**config.mk**
```make
export PLATFORM = sky130hd
export DESIGN_NAME = refresh_sched
export DESIGN_NICKNAME = d
export VERILOG_FILES = /design/src/rtl/refresh_sched_pkg.sv /design/src/rtl/refresh_sched_dp.sv /design/src/rtl/refresh_sched_ctrl.sv /design/src/rtl/refresh_sched.sv
export SDC_FILE = /design/constraint.sdc
export NUM_CORES = 1
export LEC_CHECK = 0
export ABC_AREA = 1
export BUFFER_PORTS_ARGS = -buffer_cell sky130_fd_sc_hd__buf_2
export CORE_MARGIN = 4
export CORE_UTILIZATION = 36
export DETAILED_ROUTE_END_ITERATION = 8
export PLACE_DENSITY = 0.51
export SLEW_MARGIN = 20
export SYNTH_ARGS = -nofsm -noshare
export SYNTH_HDL_FRONTEND = slang
export SYNTH_SLANG_ARGS = --single-unit
```
**constraint.sdc**
```tcl
create_clock -name clk -period 3.35 [get_ports clk]
set_input_delay 1.005 -clock clk [delete_from_list [all_inputs] [get_ports clk]]
set_output_delay 1.005 -clock clk [all_outputs]
set_load 0.01 [all_outputs]
```
**src/rtl/refresh_sched_pkg.sv**
```systemverilog
package refresh_sched_pkg;
  // Strobes from the control half to the counters
  typedef struct packed {
    logic run;         // timer advances this cycle
    logic clear;       // park all counters at zero
    logic incPend;     // add one refresh credit
    logic decPend;     // remove one refresh credit
    logic restartGap;  // accepted grant: restart the gap watchdog
  } refStrobes_t;
endpackage

```
**src/rtl/refresh_sched_dp.sv**
```systemverilog
module refresh_sched_dp
  import refresh_sched_pkg::*;
#(
  parameter int IW = 16,
  parameter int CW = 4,
  parameter int GW = 20
) (
  input  logic          clk,
  input  logic          rst,
  input  refStrobes_t   strb,
  input  logic [IW-1:0] intervalCycles,
  output logic          tick,
  output logic [CW-1:0] pendCount,
  output logic [GW-1:0] gapCount
);
  localparam logic [GW-1:0] GAP_MAX = '1;

  logic [IW-1:0] elapsed;

  // Expiry when the next count would reach the interval (0 or 1 means every cycle)
  assign tick = strb.run && (({1'b0, elapsed} + (IW+1)'(1)) >= {1'b0, intervalCycles});

  always_ff @(posedge clk) begin
    if (rst || strb.clear) begin
      elapsed <= '0;
    end else if (tick) begin
      elapsed <= '0;
    end else if (strb.run) begin
      elapsed <= elapsed + IW'(1);
    end
  end

  always_ff @(posedge clk) begin
    if (rst || strb.clear) begin
      pendCount <= '0;
    end else if (strb.incPend && !strb.decPend) begin
      pendCount <= pendCount + CW'(1);
    end else if (strb.decPend && !strb.incPend) begin
      pendCount <= pendCount - CW'(1);
    end
  end

  always_ff @(posedge clk) begin
    if (rst || strb.clear) begin
      gapCount <= '0;
    end else if (strb.restartGap) begin
      gapCount <= '0;
    end else if (strb.run && gapCount != GAP_MAX) begin
      gapCount <= gapCount + GW'(1);
    end
  end
endmodule

```
**src/rtl/refresh_sched_ctrl.sv**
```systemverilog
module refresh_sched_ctrl
  import refresh_sched_pkg::*;
#(
  parameter int IW         = 16,
  parameter int CW         = 4,
  parameter int GW         = 20,
  parameter int MAX_CREDIT = 8,
  parameter bit STRICT     = 1'b0
) (
  input  logic          enable,
  input  logic          refGrant,
  input  logic [IW-1:0] intervalCycles,
  input  logic          tick,
  input  logic [CW-1:0] pendCount,
  input  logic [GW-1:0] gapCount,
  output refStrobes_t   strb,
  output logic          refReq,
  output logic          refUrgent
);
  localparam int URG_LEVEL = STRICT ? MAX_CREDIT - 1 : MAX_CREDIT;
  localparam int WD_MULT   = STRICT ? MAX_CREDIT - 1 : MAX_CREDIT;

  logic          owed;
  logic          full;
  logic          grantOk;
  logic          creditHot;
  logic          gapHot;
  logic [GW-1:0] gapLimit;

  assign owed      = pendCount != '0;
  assign full      = pendCount == CW'(MAX_CREDIT);
  assign grantOk   = enable && refGrant && owed;
  assign creditHot = pendCount >= CW'(URG_LEVEL);
  assign gapLimit  = GW'({{(GW-IW){1'b0}}, intervalCycles}) * GW'(WD_MULT);
  assign gapHot    = gapCount >= gapLimit;

  always_comb begin
    strb            = '0;
    strb.run        = enable;
    strb.clear      = !enable;
    strb.decPend    = grantOk;
    strb.incPend    = tick && (!full || grantOk);
    strb.restartGap = grantOk;
  end

  assign refReq    = enable && owed;
  assign refUrgent = refReq && (creditHot || gapHot);
endmodule

```
**src/rtl/refresh_sched.sv**
```systemverilog
module refresh_sched
  import refresh_sched_pkg::*;
#(
  parameter int IW         = 16,
  parameter int MAX_CREDIT = 8,
  parameter bit STRICT     = 1'b0,
  localparam int CW        = $clog2(MAX_CREDIT + 1),
  localparam int GW        = IW + $clog2(MAX_CREDIT + 2) + 1
) (
  input  logic          clk,
  input  logic          rst,
  input  logic          enable,
  input  logic [IW-1:0] intervalCycles,
  input  logic          refGrant,
  output logic          refReq,
  output logic          refUrgent
);
  refStrobes_t   strb;
  logic          timerTick;
  logic [CW-1:0] pendCount;
  logic [GW-1:0] gapCount;

  refresh_sched_dp #(.IW(IW), .CW(CW), .GW(GW)) u_dp (
    .clk(clk), .rst(rst), .strb(strb), .intervalCycles(intervalCycles),
    .tick(timerTick), .pendCount(pendCount), .gapCount(gapCount)
  );

  refresh_sched_ctrl #(.IW(IW), .CW(CW), .GW(GW), .MAX_CREDIT(MAX_CREDIT), .STRICT(STRICT)) u_ctrl (
    .enable(enable), .refGrant(refGrant), .intervalCycles(intervalCycles),
    .tick(timerTick), .pendCount(pendCount), .gapCount(gapCount),
    .strb(strb), .refReq(refReq), .refUrgent(refUrgent)
  );
endmodule

```
==> results summary <==
The flow ran to the end, and the final reports show no timing, DRC or antenna violations. The non-filler instance count after layout came out at between 700 and 800. STA classifies the critical path startpoint as a primary input. The number of antenna diodes is 0.

The placed wire-length estimate came out at about 6.7 mm. The later pin in the worst-skew pair is clocked with a latency of about 0.30 ns. The slew of the pin with the lowest slew margin came out at roughly 0.42 ns. The post-synthesis share of cell area spent on xor and xnor gates is 0.0541. The worst setup path is captured at an output pin. The startpoint identified for the worst hold timing path is u_dp.gapCount[1]. The CTS H-tree depth came out at 2. The starting density of the core is 0.368.

The data arrival time at the worst-slack endpoint is 2.24 ns. The register bit count reported by yosys came out at 41. The part of the cycle the worst path needs came out at 0.969. Of the synthesized area, sequential elements account for 0.241. Setup repair after global routing could not meet its margin everywhere. The global-route wire length before repair came out at about 15 mm. The number of nets in the layout is 636. TritonCTS built the clock tree. The design draws between 1 and 1.5 mW. The cell sitting at the root of the clock tree is a sky130_fd_sc_hd__clkbuf_8. The clock-pin slew on the worst setup and hold paths came out at 0.08 ns. The fraction of layout instances using a drive strength above 1 is 0.291. The required time of the worst setup path is around 2.3 ns. The number of top-level pins came out at 22. The final sum of negative setup slack came out at 0 ns. The placeable core region came out at 9240 um^2. The first-pass iteration count of the detailed router came out at 4. The total die area came out at 11100 um^2. The total instance count after detailed placement came out at between 600 and 700. The final critical-path required period is between 3 and 4 ns. The row count came out at 35.

The cell depth of the worst hold path came out at 2. The register-to-register path setup slack came out at ~0.16 ns. The critical path in this run is classified as primary input to output pin.

The count of unique library cells instantiated by Yosys came out at 31. The total overflow reported by the global router is 0. Of the total synthesized cell area, the portion taken by AND, OR, NAND and NOR gates is 0.361.

The portion of netlist area occupied by mux cells came out at 0.00588. The worst pin sits at a relative slew slack of 0.721. The adder-cell share of the synthesized area is 0.146. The via count of the first global-routing pass is roughly 3300. The combined area of all synthesized cells came out at roughly 3400 um^2. In this run the critical register-to-register path is captured at u_dp.pendCount[3].

The number of sinks on the clock net came out at 41. The total global-route track usage is 0.161. The total of warnings raised by yosys came out at 0. The max-cap check violation count is 0.

No sink is reached through more buffers than the 2 on the longest clock path. The number of violations reported at the end of detailed-routing iteration 0 came out at roughly 110. The number of failing setup endpoints in the final timing report is 0. The power per cell area came out at 256 nW/um^2. The clock skew came out at ~0.0083 ns. The fraction of the mapped netlist area in compound gates was 0.0967. For this run, the top clock speed supported by timing is 308 MHz.

The startpoint identified for the worst register-to-register timing path is u_dp.elapsed[1]. The detailed-route vias per instance is between 4 and 5. In the routed design, unresolved DRC markers number 0.

The final number of max-transition violations is 0. The pin count of the biggest net entering global routing is 22. The detailed-route via count came out at ~3300. The placer's final routability congestion estimate is 0.809. Synthesis handed over a netlist of 524 instances. The worst hold path terminates at u_dp.gapCount[1]. The count of buffers inserted at the top-level ports is 21. The top fanout value on the critical path came out at 2. After detailed routing, the average wire length per cell comes to 12.3 um. The number of antenna violations at the first check in global routing is 0. The final antenna-violating net count came out at 0. From synthesis to final layout, the design area changed by 31.1%. After synthesis, the largest family of logic cells by area is simple AND/OR/NAND/NOR gates. Clock tree synthesis inserted a total of 5 buffers. In this run the static leakage power is ~1.9 nW. The worst min-delay path class is flip-flop to flip-flop. IR analysis of the VDD net gives a maximum drop of about 0.14 mV.

The mean cell area of the mapped netlist came out at about 6.5 um^2. The worst hold margin is approximately 0.51 ns. For the worst flop-to-flop path, the logic depth is 23. Measured along the x axis, the die boundary spans roughly 110 um. The final layout contains routed wiring with a total length of 8.72 mm. The count of endpoints failing hold in the final timing report came out at 0. The die outline height is ~110 um. Synthesis produced a netlist with a net count of between 500 and 600. The final design utilization is 0.483.
[layout by cell type, fill, tap and decap left out, types with 16 or more instances in the layout]
cell,instances
sky130_fd_sc_hd__ha_4,19
sky130_fd_sc_hd__dfxtp_1,34
sky130_fd_sc_hd__nand2_1,139
sky130_fd_sc_hd__nor2_1,64
sky130_fd_sc_hd__nand3_1,19
sky130_fd_sc_hd__inv_2,16
sky130_fd_sc_hd__a21oi_1,21
sky130_fd_sc_hd__inv_1,52
sky130_fd_sc_hd__ha_1,18
sky130_fd_sc_hd__buf_2,17
sky130_fd_sc_hd__buf_4,29
[critical path: stages]
cell and delay (ns):
sky130_fd_sc_hd__buf_8 0.07, sky130_fd_sc_hd__inv_4 0.03, sky130_fd_sc_hd__buf_6 0.10, sky130_fd_sc_hd__ha_4 0.26
sky130_fd_sc_hd__nand2_2 0.06, sky130_fd_sc_hd__nor2_2 0.11, sky130_fd_sc_hd__nand2_1 0.05, sky130_fd_sc_hd__nand3b_1 0.14
sky130_fd_sc_hd__nand4_1 0.13, sky130_fd_sc_hd__nor2_1 0.05, sky130_fd_sc_hd__nor2_1 0.08, sky130_fd_sc_hd__buf_2 0.13
[metal layers]
layer	track usage	share of wire
met1	0.201	0.47
met2	0.293	0.51
met3	0.0233	0.016
met4	0.0328	0.0091
met5	0	0
[state kept, by name, indices dropped and copies added, names as in the netlist]
name            flops
u_dp.gapCount      21
u_dp.elapsed       16
u_dp.pendCount      4
[worst max-delay path by stage]
| stage | endpoint | from | cells past startpoint |
|---|---|---|---|
| after floorplan | u_dp.pendCount[3] | u_dp.elapsed[0] | 24 |
| after global placement | u_dp.pendCount[3] | intervalCycles[4] | 17 |
| after detailed placement | u_dp.pendCount[3] | intervalCycles[4] | 18 |
| after CTS | refUrgent | intervalCycles[7] | 12 |
| after global routing | u_dp.pendCount[3] | u_dp.elapsed[1] | 22 |
| final | refUrgent | intervalCycles[8] | 12 |
[where the power goes]
part	switching (mW)	total (mW)	internal [mW]
sequential	0.00520	0.498	0.493
clock	0.185	0.481	0.296
combinational	0.0931	0.161	0.0682
total	0.283	1.14	0.857
[through the flow]
stage                     cell area (um^2)  worst slack [ns]
after floorplan                       3400            0.0279
after global placement                3800            -0.113
after detailed placement              3800            -0.168
after CTS                             4060           0.00310
after global routing                  4460           -0.0889
final                                 4460             0.104
[cell families (layout without fill, tap and decap cells)]
family / count (synthesis) / after routing
AO/OA/AOI/OAI: 57 / 57
XOR/XNOR: 21 / 21
adder cells (fa/ha/maj): 39 / 39
buffers and inverters: 78 / 132
flip-flops: 41 / 41
multiplexers: 2 / 2
AND/OR/NAND/NOR: 286 / 286
[final cells by class]
class	count	area (um^2)
Sequential cell	41	830
Clock buffer	5	68.8
Clock inverter	3	65.1
Fill cell	932	4780
Multi-Input combinational cell	405	2670
Inverter	70	268
Tap cell	129	161
Timing Repair Buffer	54	397
[Yosys cell counts]
library cell	n	area (um^2)
sky130_fd_sc_hd__o21ai_1	2	10.0
sky130_fd_sc_hd__buf_2	2	10.0
sky130_fd_sc_hd__inv_2	1	3.75
sky130_fd_sc_hd__buf_6	4	45.0
sky130_fd_sc_hd__a21oi_1	26	130
sky130_fd_sc_hd__a21o_1	2	15.0
sky130_fd_sc_hd__nor2_1	72	270
sky130_fd_sc_hd__dfxtp_1	41	821
sky130_fd_sc_hd__nand2_1	148	556
sky130_fd_sc_hd__nand3_1	24	120
sky130_fd_sc_hd__inv_1	69	259
sky130_fd_sc_hd__a21oi_2	9	78.8
sky130_fd_sc_hd__xnor2_1	6	52.6
sky130_fd_sc_hd__xor2_1	15	131
sky130_fd_sc_hd__nand3b_1	2	15.0
sky130_fd_sc_hd__nand2_4	1	11.3
sky130_fd_sc_hd__nand2_2	4	25.0
sky130_fd_sc_hd__nor3_1	9	45.0
sky130_fd_sc_hd__mux2i_1	2	20.0
sky130_fd_sc_hd__o21bai_1	1	7.51
sky130_fd_sc_hd__nor2_2	5	31.3
sky130_fd_sc_hd__and2_1	2	12.5
sky130_fd_sc_hd__ha_1	38	475
sky130_fd_sc_hd__o21ai_0	16	80.1
sky130_fd_sc_hd__fa_1	1	20.0
sky130_fd_sc_hd__o21a_1	1	7.51
sky130_fd_sc_hd__clkbuf_1	2	7.51
sky130_fd_sc_hd__nand3_2	1	10.0
sky130_fd_sc_hd__nand4_1	14	87.6
sky130_fd_sc_hd__nor2_4	3	33.8
sky130_fd_sc_hd__nor3_2	1	10.0
[timing repair]
item | 4_1_cts | 5_1_grt
buffers inserted | 2 | 7
pin swaps | 8 | 36
setup endpoints to repair | 3 | 4
hold buffers | 0 | 0
hold endpoints to repair | 0 | 0
resized for setup | 21 | 81
Note: power is estimated with default switching activity, not from simulation.
